File: config.mk
export PLATFORM = sky130hd
export DESIGN_NAME = spi_clkstop_master
export DESIGN_NICKNAME = d
export VERILOG_FILES = /design/src/rtl/spim_pkg.sv /design/src/rtl/spim_phase_timer.sv /design/src/rtl/spim_shifter.sv /design/src/rtl/spi_clkstop_master.sv
export SDC_FILE = /design/constraint.sdc
export NUM_CORES = 1
export LEC_CHECK = 0
export BUFFER_PORTS_ARGS = -buffer_cell sky130_fd_sc_hd__clkbuf_2
export CORE_MARGIN = 1.5
export CORE_UTILIZATION = 40
export DETAILED_ROUTE_END_ITERATION = 12
export GPL_TIMING_DRIVEN = 1
export PLACE_DENSITY = 0.65
export SYNTH_ARGS = -nofsm -noshare
export SYNTH_HDL_FRONTEND = slang
export SYNTH_SLANG_ARGS = --single-unit
File: constraint.sdc
create_clock -name clk -period 10.4 [get_ports clk]
set_clock_uncertainty 0.2 [all_clocks]
set_input_delay 2.08 -clock clk [delete_from_list [all_inputs] [get_ports clk]]
set_output_delay 2.08 -clock clk [all_outputs]
set_load 0.05 [all_outputs]
File: src/rtl/spim_pkg.sv
package spim_pkg;
   typedef enum logic [1:0] {
      PH_IDLE = 2'd0,
      PH_LEAD = 2'd1,
      PH_LOW  = 2'd2,
      PH_HIGH = 2'd3
   } spim_phase_e;
endpackage

File: src/rtl/spim_phase_timer.sv
module spim_phase_timer #(
   parameter int DIV_W = 8
) (
   input  logic             clk,
   input  logic             rst_n,
   input  logic             arm,
   input  logic [DIV_W-1:0] div_in,
   input  logic             load_hi,
   input  logic             load_lo,
   output logic             expired
);
   logic [DIV_W-1:0] d_q, cnt_q, d_arm;
   logic [DIV_W:0]   lo_m1;

   // zero divide behaves as one
   assign d_arm = (div_in == '0) ? DIV_W'(1) : div_in;
   // low phase minus one: ceil(d/2)-1
   assign lo_m1 = ((({1'b0, d_q}) + 1'b1) >> 1) - 1'b1;

   always_ff @(posedge clk or negedge rst_n) begin
      if (!rst_n) begin
         d_q   <= DIV_W'(1);
         cnt_q <= '0;
      end else if (arm) begin
         d_q   <= d_arm;
         cnt_q <= d_arm >> 1;           // high phase minus one
      end else if (load_hi) begin
         cnt_q <= d_q >> 1;
      end else if (load_lo) begin
         cnt_q <= lo_m1[DIV_W-1:0];
      end else if (cnt_q != '0) begin
         cnt_q <= cnt_q - 1'b1;
      end
   end

   assign expired = (cnt_q == '0);
endmodule

File: src/rtl/spim_shifter.sv
module spim_shifter #(
   parameter int MAX_LEN = 32,
   parameter int LEN_W   = 6
) (
   input  logic               clk,
   input  logic               rst_n,
   input  logic               load,
   input  logic [LEN_W-1:0]   len,
   input  logic [MAX_LEN-1:0] tx,
   input  logic               shift,
   input  logic               capture,
   input  logic               publish,
   input  logic               miso,
   output logic               mosi_bit,
   output logic [MAX_LEN-1:0] rx_word
);
   logic [MAX_LEN-1:0] tx_sh, rx_sh, rx_q;

   always_ff @(posedge clk or negedge rst_n) begin
      if (!rst_n) begin
         tx_sh <= '0;
         rx_sh <= '0;
         rx_q  <= '0;
      end else begin
         if (load)
            tx_sh <= tx << (MAX_LEN - int'(len));
         else if (shift)
            tx_sh <= tx_sh << 1;
         if (load)
            rx_sh <= '0;
         else if (capture)
            rx_sh <= {rx_sh[MAX_LEN-2:0], miso};
         if (publish)
            rx_q <= rx_sh;
      end
   end

   assign mosi_bit = tx_sh[MAX_LEN-1];
   assign rx_word  = rx_q;
endmodule

File: src/rtl/spi_clkstop_master.sv
module spi_clkstop_master #(
   parameter int DIV_W   = 8,
   parameter int MAX_LEN = 32,
   parameter int MIN_LEN = 4,
   localparam int LEN_W  = $clog2(MAX_LEN + 1)
) (
   input  logic               clk,
   input  logic               rst_n,
   input  logic [DIV_W-1:0]   div_val,
   input  logic [LEN_W-1:0]   word_len,
   input  logic               start,
   input  logic [MAX_LEN-1:0] tx_word,
   output logic [MAX_LEN-1:0] rx_word,
   output logic               done,
   output logic               sclk,
   output logic               ss_n,
   output logic               mosi,
   output logic               mosi_oe,
   input  logic               miso
);
   import spim_pkg::*;

   generate
      if (MIN_LEN < 2 || MIN_LEN > MAX_LEN) begin : g_bad_len
         $error("spi_clkstop_master: MIN_LEN must lie in 2..MAX_LEN");
      end
      if (DIV_W < 1) begin : g_bad_div
         $error("spi_clkstop_master: DIV_W must be at least 1");
      end
   endgenerate

   spim_phase_e      ph_q;
   logic [LEN_W-1:0] len_q, len_c, bit_q;
   logic             sclk_q, ss_n_q, done_q;
   logic             accept, expired, last, go_low, go_high, finish, shift;
   logic             mosi_bit;

   // length limited to MIN_LEN..MAX_LEN
   always_comb begin
      if (word_len < LEN_W'(MIN_LEN))      len_c = LEN_W'(MIN_LEN);
      else if (word_len > LEN_W'(MAX_LEN)) len_c = LEN_W'(MAX_LEN);
      else                                 len_c = word_len;
   end

   assign accept  = (ph_q == PH_IDLE) && start;   // busy start ignored
   assign last    = (bit_q == len_q - 1'b1);
   assign go_low  = expired && ((ph_q == PH_LEAD) || (ph_q == PH_HIGH && !last));
   assign go_high = expired && (ph_q == PH_LOW);
   assign finish  = expired && (ph_q == PH_HIGH) && last;
   assign shift   = expired && (ph_q == PH_HIGH) && !last;

   always_ff @(posedge clk or negedge rst_n) begin
      if (!rst_n) begin
         ph_q   <= PH_IDLE;
         len_q  <= LEN_W'(MIN_LEN);
         bit_q  <= '0;
         sclk_q <= 1'b1;
         ss_n_q <= 1'b1;
         done_q <= 1'b0;
      end else begin
         done_q <= finish;
         if (accept) begin
            ph_q   <= PH_LEAD;
            len_q  <= len_c;
            bit_q  <= '0;
            ss_n_q <= 1'b0;
         end else if (go_low) begin
            ph_q   <= PH_LOW;
            sclk_q <= 1'b0;
            if (shift) bit_q <= bit_q + 1'b1;
         end else if (go_high) begin
            ph_q   <= PH_HIGH;
            sclk_q <= 1'b1;
         end else if (finish) begin
            ph_q   <= PH_IDLE;
            ss_n_q <= 1'b1;
         end
      end
   end

   spim_phase_timer #(.DIV_W(DIV_W)) u_timer (
      .clk     (clk),
      .rst_n   (rst_n),
      .arm     (accept),
      .div_in  (div_val),
      .load_hi (go_high),
      .load_lo (go_low),
      .expired (expired)
   );

   spim_shifter #(.MAX_LEN(MAX_LEN), .LEN_W(LEN_W)) u_shift (
      .clk      (clk),
      .rst_n    (rst_n),
      .load     (accept),
      .len      (len_c),
      .tx       (tx_word),
      .shift    (shift),
      .capture  (go_high),
      .publish  (finish),
      .miso     (miso),
      .mosi_bit (mosi_bit),
      .rx_word  (rx_word)
   );

   assign sclk    = sclk_q;
   assign ss_n    = ss_n_q;
   assign done    = done_q;
   assign mosi_oe = !ss_n_q;
   assign mosi    = mosi_oe & mosi_bit;

   a_r9_idle_clock_high: assert property (@(posedge clk) disable iff (!rst_n)
      ss_n |-> sclk);
   a_r6_done_on_release: assert property (@(posedge clk) disable iff (!rst_n)
      done |-> $rose(ss_n));
   a_r6_oe_tracks_select: assert property (@(posedge clk) disable iff (!rst_n)
      mosi_oe == !ss_n);
   a_r3_select_before_clock: assert property (@(posedge clk) disable iff (!rst_n)
      $fell(ss_n) |-> (sclk && mosi_oe));
   a_r4_mosi_on_fall_only: assert property (@(posedge clk) disable iff (!rst_n)
      (!ss_n && $past(!ss_n) && !$fell(sclk)) |-> $stable(mosi));
   a_r8_busy_start_ignored: assert property (@(posedge clk) disable iff (!rst_n)
      (ph_q != PH_IDLE && !finish) |=> !$fell(ss_n));
endmodule

==> impl_metrics.env <==
export IMPL_via_count=6695
export IMPL_htree_levels=4
export IMPL_initial_utilization_pct=40.8
export IMPL_synth_area_sq_um=7940
export IMPL_io_pins=87
export IMPL_grt_resource_usage_total_pct=20.2
export IMPL_cts_root_buffer_type="clkbuf_16"
export IMPL_drc_errors=0
export IMPL_synth_enable_flop_cells=0
export IMPL_min_path_type="flip-flop to flip-flop"
export IMPL_die_w_um=144
export IMPL_global_route_usage_met2_pct=30.2
export IMPL_p_leak_nw=4.03
export IMPL_cts_hold_fix_buffers=0
export IMPL_setup_ws_ns=4.14
export IMPL_syn2layout_area_growth_pct=14.6
export IMPL_nets=974
export IMPL_detail_route_antenna_nets=0
export IMPL_setup_worst_path_class="primary input to flip-flop"
export IMPL_worst_slew_margin_rel_pct=27.5
export IMPL_tritoncts_num_sinks=129
export IMPL_placeable_core_area_sq_um=19500
export IMPL_gr_usage_met1_pct=28.1
export IMPL_grt_busiest_layer="met2"
export IMPL_worst_endpoint_arrival_ns=6.36
export IMPL_drt_wirelength_per_cell_um=16.9
export IMPL_start_kind="primary input"
export IMPL_grtUsageMet3_pct=5.56
export IMPL_number_of_buffers_created_by_cts=17
export IMPL_ys_dominant_reg_cell="dfrtp_1"
export IMPL_clkLatencyLatePin_ns=0.42
export IMPL_rsz0062_at_grt="no"
export IMPL_seq_area_frac_synth_pct=40.7
export IMPL_max_cap_violation_count=0
export IMPL_post_dp_hpwl_um=14300
export IMPL_asyncSetResetFlopFracSynth_pct=100
export IMPL_worstPathRequired_ns=10.51
export IMPL_p_per_area_nw_per_um2=139
export IMPL_grt_max_degree=80
export IMPL_fin_worst_hold_slack_ns=0.281
export IMPL_crit_path_max_fanout=40
export IMPL_endpoints_failing_hold=0
export IMPL_die_area_sq_um=20700
export IMPL_final_cells=1197
export IMPL_achievable_frequency_mhz=160
export IMPL_global_route_wire_length_before_repair_um=32600
export IMPL_nFillCells=1876
export IMPL_critical_path_sink_type="flip-flop"
export IMPL_number_of_global_route_vias_before_repair=6270
export IMPL_routed_via_density=5.59
export IMPL_drt_total_wl_um=20300
export IMPL_grt_antenna_before_repair=0
export IMPL_post_synth_inst_count=862
export IMPL_cts_tree="built"
export IMPL_vdd_ir_drop_worst_mv=0.128
export IMPL_cts_max_path_buffers=2
export IMPL_ys_warnings_count=0
export IMPL_fin_tns_setup_ns=0
export IMPL_synth_cell_type_count=84
export IMPL_drt_iter0_markers=558
export IMPL_mappedNetlistNets=917
export IMPL_count_of_state_elements_after_synthesis=129
export IMPL_gp_weighted_congestion=0.998
export IMPL_rows=51
export IMPL_gr_total_overflow=0
export IMPL_dp_worst_setup_slack_ns=3.81
export IMPL_die_height_um=144
export IMPL_post_synth_cell_area_avg_sq_um=9.21
export IMPL_min_period_ns=6.26
export IMPL_slew_violations=0
export IMPL_post_cts_resized_instances=0
export IMPL_post_cts_setup_buffers=0
export IMPL_layout_drive_gt1_share_pct=20.0
export IMPL_drt_pass_1_iters=5
export IMPL_placedCellCount=1165
export IMPL_setup_violations=0
export IMPL_antenna_cells=0
export IMPL_io_buffer_count=86
export IMPL_totalPowerFinal_mw=1.27
export IMPL_worst_setup_hold_path_clk_slew_ns=0.06
export IMPL_worst_pin_slew_ns=1.09
export IMPL_final_cycle_utilization_of_the_critical_path_pct=60.2
export IMPL_outcome="finished, final reports clean"
==> registers in the layout (all words and copies together), names as in the netlist <==
name / count
len_q: 6
sclk: 1
done: 1
u_shift.tx_sh: 32
ss_n: 1
bit_q: 6
u_timer.cnt_q: 8
u_shift.rx_sh: 32
u_timer.d_q: 8
u_shift.rx_word: 32
ph_q: 2
==> worst paths after layout <==
path / from / end / slack (ns) / cells after the start
min reg2reg: u_shift.tx_sh[3] / u_shift.tx_sh[3] / 0.28 / 1
max: word_len[5] / u_shift.tx_sh[28] / 4.14 / 13
max reg2reg: len_q[0] / u_timer.cnt_q[6] / 6.28 / 14
min in group asynchronous: rst_n / u_timer.d_q[5] / 1.50 / 1
min: u_shift.tx_sh[3] / u_shift.tx_sh[3] / 0.28 / 1
max in group asynchronous: rst_n / u_shift.rx_sh[13] / 7.03 / 2
==> cell type report <==
class | count | area, sq um | share of cell area [%]
multi-input cells | 664 | 4390 | 48.3
flip-flops and latches | 129 | 3230 | 35.5
repair buffers | 95 | 500 | 5.50
clock buffers | 21 | 470 | 5.17
well taps | 265 | 332 | 3.64
clock inverters | 11 | 128 | 1.40
inverters | 12 | 45.0 | 0.495
==> Yosys cell counts, types with 7 or more instances <==
| cell type | number | area share [%] |
|---|---|---|
| dfrtp_1 | 125 | 39 |
| nand3_1 | 12 | 0.76 |
| nand2_1 | 159 | 7.5 |
| mux2i_1 | 61 | 7.7 |
| mux2_2 | 22 | 3.1 |
| xnor2_1 | 10 | 1.1 |
| mux2_1 | 28 | 4.0 |
| o22ai_1 | 11 | 0.87 |
| a21oi_1 | 32 | 2.0 |
| clkbuf_1 | 26 | 1.2 |
| a31oi_1 | 14 | 1.1 |
| nor2_1 | 61 | 2.9 |
| o21ai_0 | 79 | 5.0 |
| nor3_1 | 18 | 1.1 |
| or3_1 | 7 | 0.55 |
| inv_1 | 11 | 0.52 |
| o31ai_1 | 7 | 0.66 |
| a211oi_1 | 12 | 1.1 |
| a22oi_1 | 11 | 1.0 |
| xor2_1 | 7 | 0.77 |
| buf_2 | 24 | 1.5 |
==> stage by stage <==
stage / cell area [sq um] / util, %
after CTS: 9100 / 46.8
after floorplan: 7940 / -
after global placement: 8500 / 43.7
after global routing: 9100 / 46.8
final: 9100 / 46.8
after detailed placement: 8500 / 43.7
==> layout by cell type, fill, tap and decap left out, drive strengths merged, types with 3 or more instances in the layout <==
master	instances
a2111oi	4
a211oi	13
a21oi	32
a221oi	6
a22oi	11
a31oi	15
a32oi	3
and2	4
buf	10
clkbuf	106
clkinv	4
clkinvlp	3
dfrtp	125
dfstp	4
ha	5
inv	14
mux2	50
mux2i	61
mux4	3
nand2	161
nand2b	5
nand3	14
nand3b	5
nor2	65
nor2b	5
nor3	22
nor4	4
o211a	3
o21a	4
o21ai	80
o221ai	3
o22ai	11
o31ai	8
or3	7
or4	3
xnor2	10
xor2	7
==> power breakdown <==
| part | internal [mW] | switching [mW] |
|---|---|---|
| registers | 0.502 | 0.000164 |
| clock network | 0.373 | 0.220 |
| logic | 0.0581 | 0.112 |
==> cells by family (layout without fill, tap and decap cells) <==
family	count (synthesis)	count (layout)	synth area share, %
simple gates	305	305	17.7
compound gates	223	223	19.3
flops	129	129	40.7
mux	114	114	15.6
buf+inv	69	139	3.97
xor+xnor	17	17	1.88
fa+ha+maj	5	5	0.788
==> metal layers <==
metal	vias up	part of all wire [%]
met5	-	0
met4	0	2.3
met3	36	6.8
met2	253	44
met1	3169	47
li1	3237	-
==> worst max-delay path, stage by stage <==
cell and delay [ns]:
clkbuf_2 0.21, nand2b_1 0.26, nor2_4 0.09, buf_4 0.44
inv_2 0.33, ha_1 0.36, nor2b_1 0.86, or3_1 0.46
nor2_1 0.15, nand2_1 0.27, nor3_1 0.08, or3_1 0.41
a2111oi_2 0.34
No activity file was read; power rests on OpenSTA's default activity.
